[src/rtl/fts_pkg.sv]
package fts_pkg;
  parameter int FTT_W = 3;

  typedef enum logic [1:0] {
    MODE_EXEC = 2'd0,
    MODE_PEND = 2'd1,
    MODE_EXC  = 2'd2
  } fts_mode_e;

  localparam logic [FTT_W-1:0] FTT_NONE = 3'd0;
  localparam logic [FTT_W-1:0] FTT_IEEE = 3'd1;
  localparam logic [FTT_W-1:0] FTT_SEQ  = 3'd4;

  // status word layout
  localparam int QNE_BIT = 13;
  localparam int FTT_LSB = 14;
  localparam int VER_LSB = FTT_LSB + FTT_W;
endpackage

[src/rtl/fts_mode_ctl.sv]
module fts_mode_ctl
  import fts_pkg::*;
(
  input  logic             clk,
  input  logic             rst,
  input  logic             raise_i,
  input  logic [FTT_W-1:0] code_i,
  input  logic             fp_i,
  input  logic             store_i,
  output fts_mode_e        mode_o,
  output logic             qne_o,
  output logic [FTT_W-1:0] ftt_o,
  output logic             capture_o,
  output logic             rd_en_o,
  output logic             rd_sel_o,
  output logic             fire_o
);
  fts_mode_e        mode_q;
  logic             qne_q;
  logic [FTT_W-1:0] ftt_q;
  logic             drain_q;

  logic st_ok, st_drain, st_seq, rz, fp_ev, seqerr;

  always_comb begin
    st_ok     = store_i && !drain_q;
    st_drain  = st_ok && qne_q;
    st_seq    = st_ok && !qne_q && (mode_q == MODE_EXEC);
    rz        = raise_i && !drain_q && !store_i && (mode_q == MODE_EXEC) && !qne_q;
    fp_ev     = fp_i && !drain_q && !store_i && !raise_i;
    fire_o    = fp_ev && (mode_q == MODE_PEND);
    seqerr    = fp_ev && (mode_q == MODE_EXC);
    capture_o = st_seq || rz;
    rd_en_o   = st_drain || drain_q;
    rd_sel_o  = drain_q;
  end

  always_ff @(posedge clk) begin
    if (rst) begin
      mode_q  <= MODE_EXEC;
      qne_q   <= 1'b0;
      ftt_q   <= FTT_NONE;
      drain_q <= 1'b0;
    end else if (drain_q) begin
      drain_q <= 1'b0;
      qne_q   <= 1'b0;
      mode_q  <= MODE_EXEC;
    end else if (st_drain) begin
      drain_q <= 1'b1;
    end else if (capture_o) begin
      qne_q  <= 1'b1;
      ftt_q  <= st_seq ? FTT_SEQ : code_i;
      mode_q <= MODE_PEND;
    end else if (fire_o) begin
      mode_q <= MODE_EXC;
    end else if (seqerr) begin
      ftt_q <= FTT_SEQ;
    end
  end

  assign mode_o = mode_q;
  assign qne_o  = qne_q;
  assign ftt_o  = ftt_q;
endmodule

[src/rtl/fts_queue.sv]
module fts_queue #(
  parameter int WORD_W = 32
) (
  input  logic              clk,
  input  logic              rst,
  input  logic              capture_i,
  input  logic [WORD_W-1:0] pc_i,
  input  logic [WORD_W-1:0] insn_i,
  input  logic              rd_en_i,
  input  logic              rd_sel_i,
  output logic              deq_valid_o,
  output logic [WORD_W-1:0] deq_data_o
);
  logic [WORD_W-1:0] addr_q, insn_q;

  always_ff @(posedge clk) begin
    if (capture_i) begin
      addr_q <= pc_i;
      insn_q <= insn_i;
    end
  end

  always_ff @(posedge clk) begin
    if (rst) begin
      deq_valid_o <= 1'b0;
      deq_data_o  <= '0;
    end else begin
      deq_valid_o <= rd_en_i;
      if (rd_en_i) deq_data_o <= rd_sel_i ? insn_q : addr_q;
    end
  end
endmodule

[src/rtl/fts_trap_gen.sv]
module fts_trap_gen
  import fts_pkg::*;
#(
  parameter bit WIDE_KINDS = 1'b1
) (
  input  logic             clk,
  input  logic             rst,
  input  logic             fire_i,
  input  logic [FTT_W-1:0] ftt_i,
  output logic             trap_o,
  output logic             kind_o
);
  logic kind_n;

  generate
    if (WIDE_KINDS) begin : g_two_kinds
      assign kind_n = (ftt_i == FTT_IEEE);
    end else begin : g_one_kind
      assign kind_n = 1'b0;
    end
  endgenerate

  always_ff @(posedge clk) begin
    if (rst) begin
      trap_o <= 1'b0;
      kind_o <= 1'b0;
    end else begin
      trap_o <= fire_i;
      if (fire_i) kind_o <= kind_n;
    end
  end
endmodule

[src/rtl/fpu_trap_sequencer.sv]
module fpu_trap_sequencer
  import fts_pkg::*;
#(
  parameter int              WORD_W     = 32,
  parameter int              VER_W      = 3,
  parameter logic [VER_W-1:0] VERSION   = 3'd5,
  parameter bit              WIDE_KINDS = 1'b1,
  localparam int             ST_W       = VER_LSB + VER_W
) (
  input  logic              clk,
  input  logic              rst,
  input  logic              raise_i,
  input  logic [FTT_W-1:0]  raise_code_i,
  input  logic              fp_insn_i,
  input  logic              store_q_i,
  input  logic [WORD_W-1:0] pc_i,
  input  logic [WORD_W-1:0] insn_i,
  output logic              trap_o,
  output logic              trap_kind_o,
  output logic              deq_valid_o,
  output logic [WORD_W-1:0] deq_data_o,
  output logic [1:0]        mode_o,
  output logic [ST_W-1:0]   status_o
);
  fts_mode_e        mode;
  logic             qne;
  logic [FTT_W-1:0] ftt;
  logic             capture, rd_en, rd_sel, fire;

  fts_mode_ctl u_ctl (
    .clk(clk), .rst(rst), .raise_i(raise_i), .code_i(raise_code_i),
    .fp_i(fp_insn_i), .store_i(store_q_i), .mode_o(mode), .qne_o(qne),
    .ftt_o(ftt), .capture_o(capture), .rd_en_o(rd_en), .rd_sel_o(rd_sel),
    .fire_o(fire)
  );

  fts_queue #(.WORD_W(WORD_W)) u_q (
    .clk(clk), .rst(rst), .capture_i(capture), .pc_i(pc_i), .insn_i(insn_i),
    .rd_en_i(rd_en), .rd_sel_i(rd_sel), .deq_valid_o(deq_valid_o),
    .deq_data_o(deq_data_o)
  );

  fts_trap_gen #(.WIDE_KINDS(WIDE_KINDS)) u_trap (
    .clk(clk), .rst(rst), .fire_i(fire), .ftt_i(ftt),
    .trap_o(trap_o), .kind_o(trap_kind_o)
  );

  always_comb begin
    status_o = '0;
    status_o[QNE_BIT] = qne;
    status_o[FTT_LSB +: FTT_W] = ftt;
    status_o[VER_LSB +: VER_W] = VERSION;
  end

  assign mode_o = mode;
endmodule

[config.mk]
export PLATFORM = sky130hd
export DESIGN_NAME = fpu_trap_sequencer
export DESIGN_NICKNAME = d
export VERILOG_FILES = /design/src/rtl/fts_pkg.sv /design/src/rtl/fts_mode_ctl.sv /design/src/rtl/fts_queue.sv /design/src/rtl/fts_trap_gen.sv /design/src/rtl/fpu_trap_sequencer.sv
export SDC_FILE = /design/constraint.sdc
export NUM_CORES = 1
export LEC_CHECK = 0
export CELL_PAD_IN_SITES_DETAIL_PLACEMENT = 1
export CELL_PAD_IN_SITES_GLOBAL_PLACEMENT = 2
export CORE_ASPECT_RATIO = 1.1
export CORE_MARGIN = 1.5
export CORE_UTILIZATION = 33
export CTS_CLUSTER_DIAMETER = 150
export DETAILED_ROUTE_END_ITERATION = 7
export PLACE_DENSITY_LB_ADDON = 0.1
export SLEW_MARGIN = 20
export SYNTH_ARGS = -nofsm -noshare
export SYNTH_HDL_FRONTEND = slang
export SYNTH_SLANG_ARGS = --single-unit
[constraint.sdc]
create_clock -name clk -period 6.8 [get_ports clk]
set_clock_uncertainty 0.05 [all_clocks]
set_input_delay 1.36 -clock clk [delete_from_list [all_inputs] [get_ports clk]]
set_output_delay 1.36 -clock clk [all_outputs]
set_load 0.03 [all_outputs]
=== Word level (Yosys, flattened, before mapping) ===
Index checks and enable logic that the tools add are counted.

* Output and inout port bits: 57
* Register bits: 106
* Input port bits: 72
* Logic and storage cells: 50

* Multiplexer cells: 8
* Equal/unequal tests: 4
* Reduce and logical (&&, ||, !) cells: 26
* Bitwise operators: 2

{| class="wikitable"
|+ Operator list
! operator !! number
|-
| two-way mux 32 bit || 1
|-
| logical AND 1 bit || 13
|-
| two-way mux 3 bit || 4
|-
| logical NOT 1 bit || 4
|-
| two-way mux 2 bit || 2
|-
| AND reduction 2 bit || 2
|-
| AND reduction 4 bit || 1
|-
| nonzero test 2 bit || 2
|-
| == test 3 x 1 -> 1 bit (second input constant) || 1
|-
| == test 2 x 1 -> 1 bit (second input constant) || 1
|-
| == test 2 bit (second input constant) || 1
|-
| logical NOT 2 bit || 1
|-
| logical OR 1 bit || 2
|-
| != test 2 bit (second input constant) || 1
|-
| inverter 1 bit || 2
|-
| OR reduction 2 bit || 1
|-
| two-way mux 1 bit || 1
|}

=== Depth between registers and ports, before layout ===
* Depth after elaboration: 8
* Depth in mapped cells: 6
* Mapped depth without buffers: 4

=== Cells and area by module ===
From an unflattened synthesis, not the netlist that was laid out.

* Cells, all modules: 265
* Area total of the unflattened synthesis: 3910.0 µm²

{| class="wikitable"
|+ By module, submodules not included
! module !! area an instance (µm²) !! cells each !! times used
|-
| fts_queue || 3398.3 || 209 || 1
|-
| fts_mode_ctl || 307.8 || 31 || 1
|-
| fpu_trap_sequencer || 135.1 || 19 || 1
|-
| fts_trap_gen || 68.8 || 6 || 1
|}

=== Worst setup path after synthesis ===
No wires, ideal clock.

* Path kind: input -> register
* Start point: input port store_q_i
* End point: register u_ctl.ftt_q[2] (netlist: u_ctl.ftt_o[2])
* Data required time: 6691 ps
* Library setup time: 59 ps
* Cell stages on the path: 4
* Path buffers: 0
* Data arrival time: 4039 ps
* Setup slack: 2652 ps
* Cells stage by stage: nor2_1 -> nor4b_4 -> a31o_2 -> o221a_2

* Word-level cells in the longest chain between the ends: 7
* Elaborated cells on any way between the ends: 19
* Those cells by class: eq/ne: 1; mux: 2; bitwise: 1; reduce/logical: 15

{| class="wikitable"
|+ RTL lines
! item !! line !! source
|-
| from (decl) || fpu_trap_sequencer.sv:15 || <nowiki>input logic store_q_i,</nowiki>
|-
| logical NOT 1 bit || fts_mode_ctl.sv:29 || <nowiki>rz = raise_i && !drain_q && !store_i && (mode_q == MODE_EXEC) && !qne_q;</nowiki>
|-
| logical AND 1 bit (3 in series) || fts_mode_ctl.sv:29 ||
|-
| logical OR 1 bit * || fts_mode_ctl.sv:33 || <nowiki>capture_o = st_seq || rz;</nowiki>
|-
| net capture || fpu_trap_sequencer.sv:28 || <nowiki>logic capture, rd_en, rd_sel, fire;</nowiki>
|-
| != test 2 bit (no source line) / nonzero test 2 bit (equally long branches) || - ||
|-
| AND reduction 4 bit (no source line) || - ||
|-
| to (signal assigned) || fts_mode_ctl.sv:52 || <nowiki>ftt_q <= st_seq ? FTT_SEQ : code_i;</nowiki>
|-
| to (decl) || fts_mode_ctl.sv:20 || <nowiki>logic [FTT_W-1:0] ftt_q;</nowiki>
|}

Mark *: on every way through the listed nets, which the timed path passes. The rest lies on a longest branch.
A chain may end at the register's enable or synchronous reset.

=== Final worst setup path ===
* Start point: input port store_q_i
* End point: register u_q.insn_q[24], enable pin

* Word-level cells in the longest chain between the ends: 5
* Elaborated cells on any way between the ends: 8
* Those cells by class: reduce/logical: 8

{| class="wikitable"
|+ RTL lines
! item !! line !! source
|-
| logical NOT 1 bit || fts_mode_ctl.sv:29 ||
|-
| logical AND 1 bit (3 in series) || fts_mode_ctl.sv:29 ||
|-
| logical OR 1 bit * || fts_mode_ctl.sv:33 ||
|-
| net capture || fpu_trap_sequencer.sv:28 ||
|-
| to (signal assigned) || fts_queue.sv:19 || <nowiki>insn_q <= insn_i;</nowiki>
|-
| to (decl) || fts_queue.sv:14 || <nowiki>logic [WORD_W-1:0] addr_q, insn_q;</nowiki>
|}

Marks and branches as above.

==> metrics.md <==
| Metric | Value |
|---|---|
| Hold worst-path end | u_q.deq_data_o[29] |
| Synth top area cells | edfxtp_1 (48%), dfxtp_1 (21%), mux2i_1 (8.3%) |
| Max VDD drop | 127 uV |
| Pwr dens | a little under 300 nW/um2 |
| Area leader, netlist | edfxtp_1 |
| Unrepaired setup endpoints after global routing | no |
| Routability cong. | around 0.74 |
| Critical path arrival | roughly 3.3 ns |
| Worst Setup SP | store_q_i |
| Number of library cell types mapped by synthesis | 28 |
| # port buffers | 112 |
| Setup Viol. Count Final | 0 |
| Clock latency on the worst-skew pair | 0.34 ns |
| IO Count | 129 |
| First-pass DRT Iterations | 4 |
| Syn Inst Count | roughly 270 |
| Per-cell routed wire length | between 15 and 20 um |
| Largest net degree at the start of global routing | 66 |
| Rows | 41 |
| Fin util | 0.468 |
| Sequential area share after synthesis | 0.691 |
| CTS root buffer | clkbuf_16 |
| Clock Sinks | 106 |
| Initial antenna violation count | 0 |
| Post-DP HPWL | 5420 um |
| Post-layout nets | 449 |
| Hold crit path type | flip-flop to flip-flop |
| DRT antenna net count | 0 |
| Cell breakdown of the critical path | clkdlybuf4s50_1, nor2_1, nor4b_4, buf_6, buf_4 |
| Area Overhead vs Synth | 36.3% |
| Most frequent cells in the layout | clkdlybuf4s50_1 (111), edfxtp_1 (64), dfxtp_1 (41) |
| Post-CTS sizing | 0 |
| Core ar. | approximately 12000 um2 |
| Vias in the first global route | 2591 |
| Vias | about 2400 |
| Post-CTS Setup Repair Bufs | 0 |
| TritonCTS clock tree | done |
| Lkg Pwr | 1.83 nW |
| Tcrit/Tclk final | 0.501 |
| Worst Hold Launch | u_q.deq_data_o[29] |
| CP max FO | 47 |
| Share of the synthesized area in the top cell type | 0.481 |
| Hold slack | ~0.45 ns |
| Run status | completed |
| Final slew viol count | 0 |
| Total GRT Usage | 0.138 |
| Max_slew headroom | 0.471 |
| Hold Fails Final Rpt | 0 |
| Worst-margin pin slew | 0.794 ns |
| Clk buf depth | 2 |
| Die area | around 13000 um2 |
| Post-Syn Area | between 3000 and 4000 um2 |
| Ys Warns | 0 |
| Required time worst endpoint | around 6.7 ns |
| Slowest CP cell | clkdlybuf4s50_1 |
| Worst r2r path cells | 4 |
| #FFs+latches synth | 106 |
| Clock-pin slew on the worst setup and hold paths | 0.07 ns |
| CP Launch Type | input pin |
| Overflow after GRT | 0 |
| Reg2reg end | u_q.insn_q[24] |
| Antenna Cells | 0 |
| TritonCTS buffer count | 9 |
| Setup TNS | 0 ns |
| Mapped Avg Cell Area | 15.0 um2 |
| Finished Cell Area | approximately 5400 um2 |
| Critical Path End Type | flip-flop |
| Max incr delay on CP | 0.55 ns |
| Initial Util | 0.343 |
| Layout cells sized above 1 | 0.126 |
| H-tree depth | 3 |
| Die width | 108 um |
| Kind of critical path | input pin to flip-flop |
| Maxcap violations | 0 |
| Area after DPL | around 5000 um2 |
| Die Y | between 100 and 150 um |
| Crit Reg-Reg Startpoint | u_ctl.qne_o |
| Final WL | 8270 um |
| Via density | 4.54 |
| Global-route wire length before repair | about 13000 um |
| Most common cell after layout, fill and taps aside | clkdlybuf4s50_1 |
| Tmin final | 3.41 ns |
| F_max | 294 MHz |
| Drt drc | 0 |
| DR iter-0 viols | 90 |
| Crit path buffers/inverters | 3 |
| Worst hold path depth | 2 |
| CTS Hold Bufs | 0 |
| Worst reg2reg setup slack | approximately 4.5 ns |
| Delay-heaviest family, CP | buffers and inverters |
-- metal layers --
metal	wire length (um)	part of all wire	vias up	track usage
met5	0	0	-	0
met4	165	0.020	0	0.0683
met3	548	0.066	11	0.0447
met2	4380	0.53	71	0.242
met1	3180	0.38	1167	0.148
li1	-	-	1168	-
-- cells by family (layout without fill, tap and decap cells) --
kind of cell / Yosys count / after routing / synth area share
buffers and inverters: 36 / 137 / 0.0626
other: 2 / 16 / 0.00188
AOI/OAI and AO/OA: 40 / 40 / 0.106
DFF: 106 / 106 / 0.691
and+or+nand+nor: 50 / 50 / 0.0560
muxes: 33 / 33 / 0.0827
-- how the worst max path moves through the flow --
| stage | slack [ns] | cells after the start | endpoint |
|---|---|---|---|
| finish | 3.39 | 5 | u_q.insn_q[24] |
| detailed placement | 3.01 | 5 | u_q.addr_q[25] |
| global route | 3.20 | 5 | u_q.insn_q[24] |
| floorplan | 2.65 | 4 | u_ctl.ftt_o[2] |
| CTS | 3.37 | 5 | u_q.insn_q[24] |
| global placement | 2.72 | 4 | u_q.addr_q[22] |
-- stage by stage --
stage	worst slack (ns)	std cells	total power [mW]
after floorplan	2.65	281	1.02
after global placement	2.72	514	1.13
after detailed placement	3.01	515	1.14
after CTS	3.37	531	1.62
after global routing	3.20	532	1.67
final	3.39	532	1.59
-- Yosys cell counts --
master    number
nor3_1         4
a211oi_1       9
dfxtp_1       42
nand2_1        2
inv_1          4
a31o_2         1
edfxtp_1      64
a21o_2         1
nor4b_4        1
o21a_1         1
clkbuf_1       2
and3_1         1
nand3_1        1
o221a_2        1
conb_1         2
buf_1          1
nand4_1        1
and2_1         1
buf_2          2
buf_4         24
o32ai_1        2
buf_6          3
a21boi_0       1
a211oi_2      23
mux2i_1       33
nor2_1        38
o21ai_0        1
nor2b_1        1
-- worst min-delay path, stage by stage, from the launching register on --
cell and delay (ns):
dfxtp_1 0.31, nor2_1 0.10, a211oi_1 0.05
-- registers in the layout (all words and copies together), names as in the netlist, 2 cells and up --
signal and cells:
u_q.addr_q 32, u_q.deq_data_o 32, u_q.insn_q 32, u_ctl.ftt_o 3
u_ctl.mode_o 2
-- power by group --
part / switching [mW] / internal (mW) / total, mW
Combinational: 0.182 / 0.132 / 0.314
Clock: 0.218 / 0.256 / 0.474
Sequential: 0.0293 / 0.775 / 0.804
Total: 0.429 / 1.16 / 1.59
-- area by class of cell --
class / count / area (um2)
inverter: 4 / 15.0
timing repair buffer: 117 / 1170
fill: 1186 / 6200
clock inverter: 5 / 30.0
tap: 150 / 188
clock buffer: 11 / 243
sequential: 106 / 2760
multi-input combinational: 139 / 1040
(Power assumes the default switching activity.)
